**src/rtl/ivt_pkg.sv**
```systemverilog
package ivt_pkg;

    localparam int REG_W    = 16;
    localparam int CODE_W   = 4;
    localparam int GRP_LSB  = 7;

    localparam int IE_BIT   = 8;
    localparam int RUN_BIT  = 5;
    localparam int OS_BIT   = 4;
    localparam int PEND_BIT = 0;

    localparam logic [GRP_LSB-1:0] OFS_CTRL = 7'h00;
    localparam logic [GRP_LSB-1:0] OFS_STAT = 7'h04;
    localparam logic [GRP_LSB-1:0] OFS_LOAD = 7'h08;
    localparam logic [GRP_LSB-1:0] OFS_CNT  = 7'h0C;

    typedef enum logic {
        CH_STOP  = 1'b0,
        CH_COUNT = 1'b1
    } ch_state_t;

endpackage

```
**src/rtl/ivt_prescaler.sv**
```systemverilog
module ivt_prescaler #(
    parameter int CODE_W   = 4,
    parameter int MAX_CODE = 8
) (
    input  logic              clk,
    input  logic              rst_n,
    input  logic              run_i,
    input  logic [CODE_W-1:0] code_i,
    output logic              tick_o
);

    localparam int DIV_W = (MAX_CODE < 1) ? 1 : MAX_CODE;

    logic [CODE_W-1:0] eff_code;
    logic [DIV_W-1:0]  limit;
    logic [DIV_W-1:0]  div_q;

    always_comb begin
        eff_code = (code_i > CODE_W'(MAX_CODE)) ? CODE_W'(MAX_CODE) : code_i;
        limit    = DIV_W'((32'd1 << eff_code) - 32'd1);
        tick_o   = run_i && (div_q >= limit);
    end

    always_ff @(posedge clk or negedge rst_n) begin
        if (!rst_n) begin
            div_q <= '0;
        end else if (!run_i || tick_o) begin
            div_q <= '0;
        end else begin
            div_q <= div_q + 1'b1;
        end
    end

    // a divide above 1 never produces two ticks back to back
    p_tick_gap_r4: assert property (@(posedge clk) disable iff (!rst_n)
        (tick_o && limit != '0) |=> (!tick_o || code_i != $past(code_i)));

    // a stopped channel leaves its divider at zero
    p_div_clear_r8: assert property (@(posedge clk) disable iff (!rst_n)
        !run_i |=> (div_q == '0));

endmodule

```
**src/rtl/ivt_channel.sv**
```systemverilog
module ivt_channel
    import ivt_pkg::*;
#(
    parameter int CNT_W    = 16,
    parameter int MAX_CODE = 8
) (
    input  logic             clk,
    input  logic             rst_n,
    input  logic             wr_ctrl_i,
    input  logic             wr_stat_i,
    input  logic             wr_load_i,
    input  logic [REG_W-1:0] wdata_i,
    output logic [REG_W-1:0] ctrl_o,
    output logic [REG_W-1:0] stat_o,
    output logic [REG_W-1:0] load_o,
    output logic [REG_W-1:0] count_o,
    output logic             irq_o
);

    ch_state_t         state_q, state_d;
    logic              ie_q, os_q, pend_q;
    logic [CODE_W-1:0] code_q;
    logic [CNT_W-1:0]  load_q, count_q;
    logic              tick_w, term_w, start_w, halt_w;

    ivt_prescaler #(
        .CODE_W   (CODE_W),
        .MAX_CODE (MAX_CODE)
    ) u_presc (
        .clk    (clk),
        .rst_n  (rst_n),
        .run_i  (state_q == CH_COUNT),
        .code_i (code_q),
        .tick_o (tick_w)
    );

    always_comb begin
        start_w = wr_ctrl_i && wdata_i[RUN_BIT] && (state_q == CH_STOP);
        halt_w  = wr_ctrl_i && !wdata_i[RUN_BIT];
        term_w  = tick_w && (count_q == load_q);
    end

    // next-state: START, HALT, EXPIRE, WRAP
    always_comb begin
        state_d = state_q;
        unique case (state_q)
            CH_STOP: begin
                if (start_w) state_d = CH_COUNT;
            end
            CH_COUNT: begin
                if (halt_w)              state_d = CH_STOP;
                else if (term_w && os_q) state_d = CH_STOP;
            end
        endcase
    end

    always_ff @(posedge clk or negedge rst_n) begin
        if (!rst_n) state_q <= CH_STOP;
        else        state_q <= state_d;
    end

    always_ff @(posedge clk or negedge rst_n) begin
        if (!rst_n) begin
            ie_q    <= 1'b0;
            os_q    <= 1'b0;
            code_q  <= '0;
            load_q  <= '0;
            count_q <= '0;
            pend_q  <= 1'b0;
        end else begin
            if (wr_ctrl_i) begin
                ie_q   <= wdata_i[IE_BIT];
                os_q   <= wdata_i[OS_BIT];
                code_q <= wdata_i[CODE_W-1:0];
            end
            if (wr_load_i) load_q <= CNT_W'(wdata_i);
            if (start_w) begin
                count_q <= '0;
            end else if (tick_w) begin
                count_q <= term_w ? '0 : count_q + 1'b1;
            end
            if (term_w) begin
                pend_q <= 1'b1;
            end else if (wr_stat_i && wdata_i[PEND_BIT]) begin
                pend_q <= 1'b0;
            end
        end
    end

    // outputs
    always_comb begin
        ctrl_o              = '0;
        ctrl_o[IE_BIT]      = ie_q;
        ctrl_o[RUN_BIT]     = (state_q == CH_COUNT);
        ctrl_o[OS_BIT]      = os_q;
        ctrl_o[CODE_W-1:0]  = code_q;
        stat_o              = '0;
        stat_o[PEND_BIT]    = pend_q;
        load_o              = REG_W'(load_q);
        count_o             = REG_W'(count_q);
        irq_o               = pend_q && ie_q;
    end

    // START restarts at zero in CH_COUNT
    p_start_clears_r5: assert property (@(posedge clk) disable iff (!rst_n)
        start_w |=> (count_q == '0 && state_q == CH_COUNT));

    // the terminal tick latches the pending flag
    p_term_pend_r6: assert property (@(posedge clk) disable iff (!rst_n)
        term_w |=> pend_q);

    // WRAP keeps counting from zero
    p_wrap_runs_r6: assert property (@(posedge clk) disable iff (!rst_n)
        (term_w && !os_q && !wr_ctrl_i) |=> (state_q == CH_COUNT && count_q == '0));

    // EXPIRE stops the channel
    p_expire_stops_r7: assert property (@(posedge clk) disable iff (!rst_n)
        (term_w && os_q) |=> (state_q == CH_STOP));

    // a stopped channel keeps its count
    p_frozen_r8: assert property (@(posedge clk) disable iff (!rst_n)
        (state_q == CH_STOP && !start_w) |=> $stable(count_q));

endmodule

```
**src/rtl/dual_ivl_timer.sv**
```systemverilog
module dual_ivl_timer
    import ivt_pkg::*;
#(
    parameter int NUM_CH   = 2,
    parameter int ADDR_W   = 12,
    parameter int CNT_W    = 16,
    parameter int MAX_CODE = 8
) (
    input  logic              clk,
    input  logic              rst_n,
    input  logic              bus_sel,
    input  logic              bus_wr,
    input  logic [ADDR_W-1:0] bus_addr,
    input  logic [REG_W-1:0]  bus_wdata,
    output logic [REG_W-1:0]  bus_rdata,
    output logic [NUM_CH-1:0] irq
);

    localparam int IDX_W = ADDR_W - GRP_LSB;

    logic [IDX_W-1:0]   grp_idx;
    logic [GRP_LSB-1:0] grp_ofs;
    logic [NUM_CH-1:0]  reg_hit;
    logic [NUM_CH-1:0][REG_W-1:0] rd_w;

    assign grp_idx = bus_addr[ADDR_W-1:GRP_LSB];
    assign grp_ofs = bus_addr[GRP_LSB-1:0];

    for (genvar g = 0; g < NUM_CH; g++) begin : g_ch
        logic             grp_hit;
        logic [REG_W-1:0] ctrl_v, stat_v, load_v, cnt_v, rd_v;

        assign grp_hit = bus_sel && (grp_idx == IDX_W'(g + 1));

        ivt_channel #(
            .CNT_W    (CNT_W),
            .MAX_CODE (MAX_CODE)
        ) u_ch (
            .clk       (clk),
            .rst_n     (rst_n),
            .wr_ctrl_i (grp_hit && bus_wr && grp_ofs == OFS_CTRL),
            .wr_stat_i (grp_hit && bus_wr && grp_ofs == OFS_STAT),
            .wr_load_i (grp_hit && bus_wr && grp_ofs == OFS_LOAD),
            .wdata_i   (bus_wdata),
            .ctrl_o    (ctrl_v),
            .stat_o    (stat_v),
            .load_o    (load_v),
            .count_o   (cnt_v),
            .irq_o     (irq[g])
        );

        always_comb begin
            rd_v = '0;
            if (grp_hit && !bus_wr) begin
                case (grp_ofs)
                    OFS_CTRL: rd_v = ctrl_v;
                    OFS_STAT: rd_v = stat_v;
                    OFS_LOAD: rd_v = load_v;
                    OFS_CNT:  rd_v = cnt_v;
                    default:  rd_v = '0;
                endcase
            end
        end

        assign reg_hit[g] = grp_hit && (grp_ofs == OFS_CTRL || grp_ofs == OFS_STAT ||
                                        grp_ofs == OFS_LOAD || grp_ofs == OFS_CNT);
        assign rd_w[g]    = rd_v;
    end

    always_comb begin
        bus_rdata = '0;
        for (int i = 0; i < NUM_CH; i++) bus_rdata |= rd_w[i];
    end

    // unmapped reads return zero
    p_undef_zero_r2: assert property (@(posedge clk) disable iff (!rst_n)
        (bus_sel && !bus_wr && reg_hit == '0) |-> (bus_rdata == '0));

endmodule

```
**config.mk**
```make
export PLATFORM = sky130hd
export DESIGN_NAME = dual_ivl_timer
export DESIGN_NICKNAME = d
export VERILOG_FILES = /design/src/rtl/ivt_pkg.sv /design/src/rtl/ivt_prescaler.sv /design/src/rtl/ivt_channel.sv /design/src/rtl/dual_ivl_timer.sv
export SDC_FILE = /design/constraint.sdc
export NUM_CORES = 1
export LEC_CHECK = 0
export ABC_AREA = 1
export ABC_CLOCK_PERIOD_IN_PS = 5100
export BUFFER_PORTS_ARGS = -buffer_cell sky130_fd_sc_hd__buf_4
export CORE_UTILIZATION = 65
export CTS_CLUSTER_SIZE = 12
export DETAILED_ROUTE_END_ITERATION = 6
export PLACE_DENSITY = 0.85
export SYNTH_ARGS = -nofsm -noshare
export SYNTH_HDL_FRONTEND = slang
export SYNTH_HIERARCHICAL = 1
export SYNTH_SLANG_ARGS = --single-unit
```
**constraint.sdc**
```tcl
create_clock -name clk -period 5.1 [get_ports clk]
set_input_delay 1.02 -clock clk [delete_from_list [all_inputs] [get_ports clk]]
set_output_delay 1.02 -clock clk [all_outputs]
set_load 0.02 [all_outputs]
```
Word level (Yosys, flattened, before mapping). Cells that the tools add are included.

Input port bits: 32. Output and inout bits: 18. Logic and storage cells: 103. Register bits after elaboration: 96.

Eq/ne operators: 7. Shift-type cells: 2. Bitwise gates (word level): 3. Magnitude comparators: 4. Multiplexer cells: 26. Add/subtract/negate cells: 6. Reduce and logical (&&, ||, !) cells: 39.

Operators by type and width (count): $mux W16 (8); $pmux W16 S4 (2); $add A16 B1 Y16 const B (2); $eq A16 B16 Y1 (2); $logic_and A1 B1 Y1 (28); $add A8 B1 Y8 const B (2); $ge A8 B8 Y1 (2); $mux W8 (2); $or A16 B16 Y16 (1); $shl A1 B4 Y8 const A (2); $sub A8 B1 Y8 const B (2); $eq A7 B4 Y1 const B (2); $mux W1 (10); $gt A4 B4 Y1 const B (2); $mux W4 (2); $reduce_bool A2 Y1 (4); $eq A7 B3 Y1 const B (1); $logic_not A7 Y1 (1); $eq A5 B1 Y1 const B (1); $eq A5 B2 Y1 const B (1); $logic_not A1 Y1 (4); $pmux W1 S2 (2); $logic_or A1 B1 Y1 (2); $not A1 Y1 (2).

Depth between registers and ports, before layout. Gate-level depths: netlist of the first run.

Word-level depth: 11. Depth in mapped cells: 23. Depth with buffers taken out: 23.

By module. The synthesis of the first run kept the hierarchy.

Modules (own cells, without submodules): ivt_channel (area an instance 2483.6 um^2, times used 2, cells each 332, seq. area each 1001.0 um^2); dual_ivl_timer (area an instance 1779.2 um^2, times used 1, cells each 398, seq. area each 0.0 um^2); ivt_prescaler at g_ch[0].u_ch.u_presc (area an instance 695.7 um^2, times used 1, cells each 93, seq. area each 200.2 um^2); ivt_prescaler at g_ch[1].u_ch.u_presc (area an instance 689.4 um^2, times used 1, cells each 92, seq. area each 200.2 um^2).

Worst setup path before layout of the first run. No wires, ideal clock.

Path type: input -> output. From: in bus_addr[4]. To: out bus_rdata[3]. Setup slack: 2063 ps. Stages on the path: 11. Arrival: 2017 ps. Path buffers: 2. Path through: inv_2 -> nand2_1 -> nor2_4 -> buf_4 -> buf_2 -> nand3_1 -> nand2_1 -> inv_2 -> nand2_1 -> nand2_1 -> nand2_1.

Cells in the longest elaborated chain, start to end: 4. Elaborated cells between the ends (all ways): 9.

RTL lines: from (decl) (RTL line dual_ivl_timer.sv:13) `input logic [ADDR_W-1:0] bus_addr,`; $eq A7 B4 Y1, or another cell as far along (RTL line dual_ivl_timer.sv:55) `case (grp_ofs)`; $pmux W16 S4 (RTL line dual_ivl_timer.sv:55); $mux W16 (RTL line dual_ivl_timer.sv:54) `if (grp_hit && !bus_wr) begin`; $or A16 B16 Y16 * (RTL line dual_ivl_timer.sv:72) `for (int i = 0; i < NUM_CH; i++) bus_rdata |= rd_w[i];`; to (decl) (RTL line dual_ivl_timer.sv:15) `output logic [REG_W-1:0] bus_rdata,`.

Every way passes the cells marked *; elsewhere a longest branch is shown, timed or not.

Final worst setup path of the first run.
From: in bus_addr[2]. To: out bus_rdata[5].

Same word-level chain as after synthesis.

==> qor.txt, run 1 <==
share of cells above drive strength 1 - 0.151
fmax - 0.269 GHz
hold buffers post-CTS - 0
Starting Density - 0.671
Reg-to-Reg Start - g_ch[0].u_ch/code_q[2]$_DFFE_PN0P_
Reg clk slew, reported paths - 0.07 ns
main combinational cell family by area after synthesis - simple AND/OR/NAND/NOR gates
endpoint type of the worst setup path - primary output
crit path max fanout - 18
family with the most delay on the worst path - simple AND/OR/NAND/NOR gates
nets@finish - 1324
Arr. time, crit path - 2.70 ns
worst path buffer plus inverter count - 3
Overall Power - 1670 uW
worst path cell trace - buf_4 > inv_2 > nand2_1 > nor2_4 > nand2_1 > nand2_2 > nor2_4 > nor2_4 > nand2_1 > nand2_1 > buf_4
Synth Area in Adders - 0.0339
Leakage - 0.00450 uW
final WL - 20700 um
drt via density - 5.34
fin crit period - 3.72 ns
post-synthesis sequential area ratio - 0.295
slowest cell delay on critical path - 0.40 ns
Cell Rows - 40
worst slew pin tran - 0.751 ns
DIE WIDTH - 114 um
hold_sp - g_ch[1].u_ch/u_presc/div_q[0]$_DFF_PN0_
CTS HTree Levels - 3
setup slack, reg-to-reg - 1.60 ns
Core Area - 12100 um^2
NetSw - 379 uW
Post-synth top flop - dfrtp_1
CTS tree - done
Power Density - 192 nW/um^2
Synth Area in Compound Gates - 0.0412
worst hold-check path type - reg2reg
Via Count - 7701
number of synthesized register bits - 96
ys async rst share - 1.00
post-synthesis xor/xnor area fraction - 0.0280
dpl ws - 1.43 ns
critical path data required time - 4.08 ns
Mean Syn Cell Area - 6.52 um^2
final worst slack - 1.38 ns
skew final - 0.0106 ns
Post-Route Utilization - 0.717
postcts setup bufs - 0
critical path class - in2out
Final Hold Fails - 0
clock share of power - 0.483
IO Port Bufs - 49
Slowest-stage cell, CP - nor2_4
simple logic cell fraction of the synthesized area - 0.417
Final Wtd Congestion - 0.975
maximum vdd ir drop - 0.269 mV
Area after DPL - 8330 um^2
DR WL/cell - 14.4 um
Post-synth EDFFs - 0
IO Count - 50
DRC errors left - 0
Die Y - 114 um
first-pass GRT wire length - 34000 um
1st-pass router iterations - 6
period utilization - 0.730
r2r endpoint - g_ch[0].u_ch/count_o[10]$_DFFE_PN0P_
Int Power - 1290 uW
status - finished clean
pin count of the biggest net entering global routing - 76
Worst Hold Path EP - g_ch[1].u_ch/u_presc/div_q[0]$_DFF_PN0_
Startpoint Class - primary input
vias in the first global route - 7029
Switching Share - 0.227
Max Root-Sink Buffers - 2
Final Max Tran Viols - 0
hold path cells - 1
Mapped Cells - 1247
Final ANT Viol Nets - 0
Clock Latency Late Sink - 0.36 ns
FF-to-FF path depth - 21
RSZ-0062 raised after global routing - false
Total GRT Usage - 0.337
Num CTS Buffers - 9
initial antenna violation count - 0
cell area after layout - 8680 um^2
Resize count post-CTS - 0
CTS sink count - 96
area delta synth->final - 6.77%
critical path's most frequent cell - nand2_1
Post-DP HPWL - 15400 um
synth warn - 6
Setup violations, final - 0
Post-Route Setup TNS - 0 ns
cell area after synthesis - 8130 um^2
GRT overflow - 0
post-synthesis mux area share - 0.0249
CTS Root Cell - clkbuf_16
Gate power share - 0.057
n_diodes - 0
DRT iter0 DRCs - 665
sequential fraction of design power - 0.460
Rel. slew slack - 0.499
DIE AREA - 13000 um^2
Cell variety after synth - 37
max_cap viols - 0
-- power groups by stage --
stage                     clock network [uW]  registers (uW)  logic (uW)
after global placement                     0             781        93.0
after global routing                     844             766         108
after CTS                                812             766        94.4
final                                    804             766        95.7
after floorplan                            0             780        72.1
after detailed placement                   0             781        93.9
-- cell type report --
class | instances | area, um^2
clock inverters | 6 | 113
repair buffers | 60 | 450
inverters | 175 | 657
clock buffers | 10 | 239
flip-flops and latches | 96 | 2400
multi-input cells | 928 | 4610
fillers | 1052 | 3430
well taps | 168 | 210
-- kinds of logic (layout without fill, tap and decap cells) --
| family | count (synthesis) | after routing |
|---|---|---|
| xor+xnor | 26 | 26 |
| other cells | 2 | 48 |
| fa+ha+maj | 22 | 22 |
| mux | 18 | 18 |
| flops | 96 | 96 |
| buf+inv | 269 | 251 |
| compound gates | 63 | 63 |
| simple gates | 751 | 751 |
-- per-stage QoR --
stage | hold slack, ns | std cells
2_1_floorplan | 0.455 | 1293
4_1_cts | 0.493 | 1443
6_report | 0.496 | 1443
3_5_place_dp | 0.483 | 1427
5_1_grt | 0.525 | 1443
3_3_place_gp | 0.482 | 1427
-- placed cells by master, fill, tap and decap left out, drive strengths merged --
cell / instances
and2: 4
o31ai: 1
clkinv: 3
nor4: 1
conb: 48
nand2: 411
inv: 175
xnor2: 5
a21oi: 10
nand3: 163
nor2: 135
o21ai: 46
clkbuf: 10
buf: 60
a21o: 4
bufinv: 3
ha: 22
a31o: 2
dfrtp: 96
nand3b: 2
nor3: 7
xor2: 21
mux2: 18
nand4: 28
-- sequential cells by signal (all words and copies together) (netlist names) --
register                 count
g_ch.u_ch/count_o           32
g_ch.u_ch/load_o            32
g_ch.u_ch/u_presc/div_q     16
g_ch.u_ch/code_q             8
g_ch.u_ch/os_q               2
g_ch.u_ch/ie_q               2
g_ch.u_ch/state_q            2
g_ch.u_ch/pend_q             2
-- worst max-delay path by stage --
stage                           start            end  slack, ns  cells past startpoint
after floorplan           bus_addr[4]   bus_rdata[3]       2.06                     11
after global placement    bus_addr[2]   bus_rdata[5]       1.47                     11
after detailed placement  bus_addr[2]   bus_rdata[5]       1.43                     11
after CTS                 bus_addr[2]   bus_rdata[5]       1.43                     11
after global routing      bus_addr[4]  bus_rdata[15]       1.20                     12
final                     bus_addr[2]   bus_rdata[5]       1.38                     11
-- cell usage after synthesis (6+ instances only) --
cell | number | share of area
xor2_1 | 21 | 0.023
nand3_1 | 156 | 0.096
o21ai_1 | 8 | 0.0049
nand2_1 | 395 | 0.18
buf_4 | 60 | 0.055
o21ai_0 | 38 | 0.023
inv_2 | 31 | 0.014
mux2_2 | 18 | 0.025
a21oi_1 | 10 | 0.0062
inv_1 | 142 | 0.066
nor2_4 | 6 | 0.0083
nand2_2 | 13 | 0.010
nand4_1 | 26 | 0.020
buf_2 | 21 | 0.013
clkbuf_1 | 8 | 0.0037
nor2_1 | 97 | 0.045
nor2_2 | 32 | 0.025
ha_1 | 22 | 0.034
dfrtp_1 | 96 | 0.30
-- metal layers --
metal | GRT usage | share of wire | vias to the layer above
li1 | - | - | 3844
met1 | 0.416 | 0.41 | 3491
met2 | 0.558 | 0.48 | 295
met3 | 0.0468 | 0.057 | 71
met4 | 0.212 | 0.054 | 0
met5 | 0 | 0 | -
Power figures use the tool's default switching activity.
==> inputs of run 2 (changes only) <==
--- a/config.mk
+++ b/config.mk
@@ -5,13 +5,13 @@
 export SDC_FILE = /design/constraint.sdc
 export NUM_CORES = 1
 export LEC_CHECK = 0
-export ABC_AREA = 1
-export ABC_CLOCK_PERIOD_IN_PS = 5100
+export ABC_AREA = 0
+export ABC_CLOCK_PERIOD_IN_PS = 3600
 export BUFFER_PORTS_ARGS = -buffer_cell sky130_fd_sc_hd__buf_4
-export CORE_UTILIZATION = 65
+export CORE_UTILIZATION = 62
 export CTS_CLUSTER_SIZE = 12
 export DETAILED_ROUTE_END_ITERATION = 6
-export PLACE_DENSITY = 0.85
+export PLACE_DENSITY = 0.83
 export SYNTH_ARGS = -nofsm -noshare
 export SYNTH_HDL_FRONTEND = slang
 export SYNTH_HIERARCHICAL = 1
==> constraint.sdc (replaced) <==
create_clock -name clk -period 3.6 [get_ports clk]
set_input_delay 0.72 -clock clk [delete_from_list [all_inputs] [get_ports clk]]
set_output_delay 0.72 -clock clk [all_outputs]
set_load 0.02 [all_outputs]
==> run 2 against run 1 <==
Combinational power grew 79%; via count shrank 34%; final area shrank 16%.
==> qor.txt, run 2 <==
first-pass GRT wire length - 24800 um (-27%)
Core Area - 10800 um^2 (-10%)
critical path class - reg2reg
highest-count cells in the layout ignoring fill and taps - 96 x dfrtp_1, 72 x mux2i_1, 69 x nor2_1
maximum vdd ir drop - 0.174 mV (-35%)
top-count cell post-synth - dfrtp_1
Metal-1 WL - 6910 um (-19%)
Mean Syn Cell Area - 10.1 um^2 (+55%)
drt via density - 5.91 (+11%)
synth warn - 6 (unchanged)
Top Layer Used - met4
crit path max fanout - 9 (-9)
Synth area leaders - dfrtp_1 35%, mux2i_1 10%, mux2_2 7.2%
Post-synth top flop - dfrtp_1
Startpoint Class - register
Post-synth EDFFs - 0 (unchanged)
FF-to-FF path depth - 15 (-29%)
Arr. time, crit path - 3.68 ns (+0.98 ns)
n_diodes - 0 (unchanged)
Post-DP HPWL - 11300 um (-27%)
initial antenna violation count - 0 (unchanged)
1st-pass router iterations - 4 (-2)
worst slew pin tran - 0.819 ns (+0.0676 ns)
Final Wtd Congestion - 0.864 (-11%)
Final ANT Viol Nets - 0 (unchanged)
GRT overflow - 0 (unchanged)
Leakage - 0.00350 uW (-22%)
share of cells above drive strength 1 - 0.199 (+0.0472)
final worst slack - 0.185 ns (-1.19 ns)
Setup violations, final - 0 (unchanged)
Cell Rows - 38 (-5.0%)
Reg clk slew, reported paths - 0.10 ns (+0.03 ns)
Power Density - 277 nW/um^2 (+44%)
DRT iter0 DRCs - 310 (-53%)
pin count of the biggest net entering global routing - 60 (-21%)
top cell type by total area after synthesis - dfrtp_1
Rel. slew slack - 0.452 (-0.0467)
Num CTS Buffers - 9 (unchanged)
critical path data required time - 3.87 ns (-0.21 ns)
Max Root-Sink Buffers - 2 (unchanged)
CTS tree - done
r2r endpoint - g_ch[0].u_ch/count_o[13]$_DFFE_PN0P_
RSZ-0062 raised after global routing - false
Die Y - 108 um (-5.5%)
Final Hold Fails - 0 (unchanged)
Register Area - 2400 um^2 (unchanged)
fmax - 0.293 GHz
worst hold-check path type - in2async
final WL - 15200 um (-27%)
DIE AREA - 11600 um^2 (-11%)
routed wl met2 - 7330 um (-26%)
Mapped Cells - 684 (-45%)
period utilization - 0.949
area delta synth->final - 5.53%
CTS HTree Levels - 3 (unchanged)
DRC errors left - 0 (unchanged)
Cell variety after synth - 50 (+35%)
commonest non-fill, non-tap cell in the layout - dfrtp_1
DIE WIDTH - 108 um (-5.5%)
top post-synthesis cells by count - 96 x dfrtp_1, 72 x mux2i_1, 69 x nor2_1, 60 x buf_4, 48 x xor2_1
IO Port Bufs - 49 (unchanged)
DR WL/cell - 17.8 um (+24%)
CTS sink count - 96 (unchanged)
fin crit period - 3.42 ns
fillers - 848 (-19%)
CTS Root Cell - clkbuf_8
Final Max Tran Viols - 0 (unchanged)
nets@finish - 764 (-42%)
Post-Route Setup TNS - 0 ns (unchanged)
worst setup path endpoint - g_ch[0].u_ch/count_o[13]$_DFFE_PN0P_
skew final - 0.0196 ns (+0.00903 ns)
endpoint type of the worst setup path - register
Overall Power - 2020 uW (+21%)
Post-Route Utilization - 0.673 (-0.0434)
setup slack, reg-to-reg - 0.18 ns (-1.42 ns)
IO Count - 50 (unchanged)
post-synthesis sequential area ratio - 0.347 (+0.0518)
Starting Density - 0.638 (-0.0332)
WL met3 - 807 um (-32%)
ys async rst share - 1.00 (unchanged)
vias in the first global route - 4938 (-30%)
cell area after synthesis - 6920 um^2 (-15%)
CP startpoint - g_ch[0].u_ch/code_q[1]$_DFFE_PN0P_
number of synthesized register bits - 96 (unchanged)
max_cap viols - 0 (unchanged)
Total GRT Usage - 0.277 (-0.0597)
dpl ws - 0.152 ns (-1.28 ns)
status - finished clean
multi-input logic area - 4020 um^2 (-13%)
post-synth top area share - 0.347 (+0.0518)
Via Count - 5056 (-34%)
Clock Latency Late Sink - 0.38 ns (+0.02 ns)
Reg-to-Reg Start - g_ch[0].u_ch/code_q[1]$_DFFE_PN0P_
-- run 2: cell types whose count changed after synthesis, moves of 15 or more --
cell     delta
a21oi_1    +16
inv_1     -130
inv_2      -31
mux2_2     +26
mux2i_1    +72
nand2_1   -377
nand3_1   -132
nand4_1    -15
nor2_1     -28
nor2_2     -30
o21ai_0    -36
o22a_1     +32
xnor2_1    +17
xor2_1     +27
-- run 2: critical path: stages (launching register included) --
cell and delay (ns):
dfrtp_1 0.47, nor2_1 0.23, nand2_1 0.14, ha_1 0.25, nor3_1 0.19, a21oi_1 0.07
o21a_1 0.19, ha_1 0.30, a21o_1 0.18, a21oi_2 0.22, o31ai_1 0.11, and2_1 0.29
buf_4 0.23, nand2_1 0.08, mux2i_1 0.06, nor4_1 0.29
-- run 2: cells by family after synthesis --
family                     count (synthesis)  share of synthesized area
xor gates and xnor gates                  70                     0.0886
muxes                                    116                      0.176
AOI/OAI and AO/OA                         86                      0.100
buffers and inverters                    101                     0.0980
and+or+nand+nor                          191                      0.149
adders and majority gates                 22                     0.0398
DFF                                       96                      0.347
other                                      2                    0.00109
-- run 2: per-layer routing --
metal | GRT usage | up-vias
met3 | 0.0424 | 16
met1 | 0.384 | 2505
li1 | - | 2381
met5 | 0 | -
met4 | 0.0744 | 0
met2 | 0.452 | 154
-- run 2: cell type report --
| type | instances | share of cell area |
|---|---|---|
| clock buffers | 12 | 0.0213 |
| clock inverters | 4 | 0.00720 |
| inverters | 12 | 0.00617 |
| multi-input cells | 533 | 0.551 |
| flip-flops and latches | 96 | 0.329 |
| well taps | 140 | 0.0240 |
| repair buffers | 58 | 0.0614 |
-- run 2: per-stage QoR --
stage | hold WS (ns) | instances | instance area, um^2
after floorplan | 0.424 | 730 | 7090
after CTS | 0.434 | 855 | 7290
after global placement | 0.489 | 839 | 7080
after global routing | 0.467 | 855 | 7300
after detailed placement | 0.490 | 839 | 7080
final | 0.413 | 855 | 7300
-- run 2: timing repair --
action | CTS | global route
endpoints found under the setup margin | 0 | 25
buffers inserted | 0 | 0
hold buffers | 0 | 0
resized for setup | 0 | 3
-- run 2: where the power goes --
group | total (uW) | internal [uW] | switching, uW
Combinational | 171 | 73.1 | 98.1
Sequential | 1100 | 1080 | 12.6
Clock | 754 | 360 | 394
Total | 2020 | 1520 | 504
-- run 2: worst min path at each step --
stage / from / end / slack (ns) / cells past startpoint
final: rst_n / g_ch[0].u_ch/u_presc/div_q[2]$_DFF_PN0_ / 0.41 / 1
after global routing: rst_n / g_ch[0].u_ch/code_q[1]$_DFFE_PN0P_ / 0.47 / 1
after CTS: rst_n / g_ch[0].u_ch/u_presc/div_q[3]$_DFF_PN0_ / 0.43 / 1
after detailed placement: g_ch[1].u_ch/pend_q$_DFFE_PN0P_ / g_ch[1].u_ch/pend_q$_DFFE_PN0P_ / 0.49 / 1
after global placement: g_ch[0].u_ch/os_q$_DFFE_PN0P_ / g_ch[0].u_ch/state_q$_DFF_PN0_ / 0.49 / 1
after floorplan: rst_n / g_ch[0].u_ch/code_q[0]$_DFFE_PN0P_ / 0.42 / 0
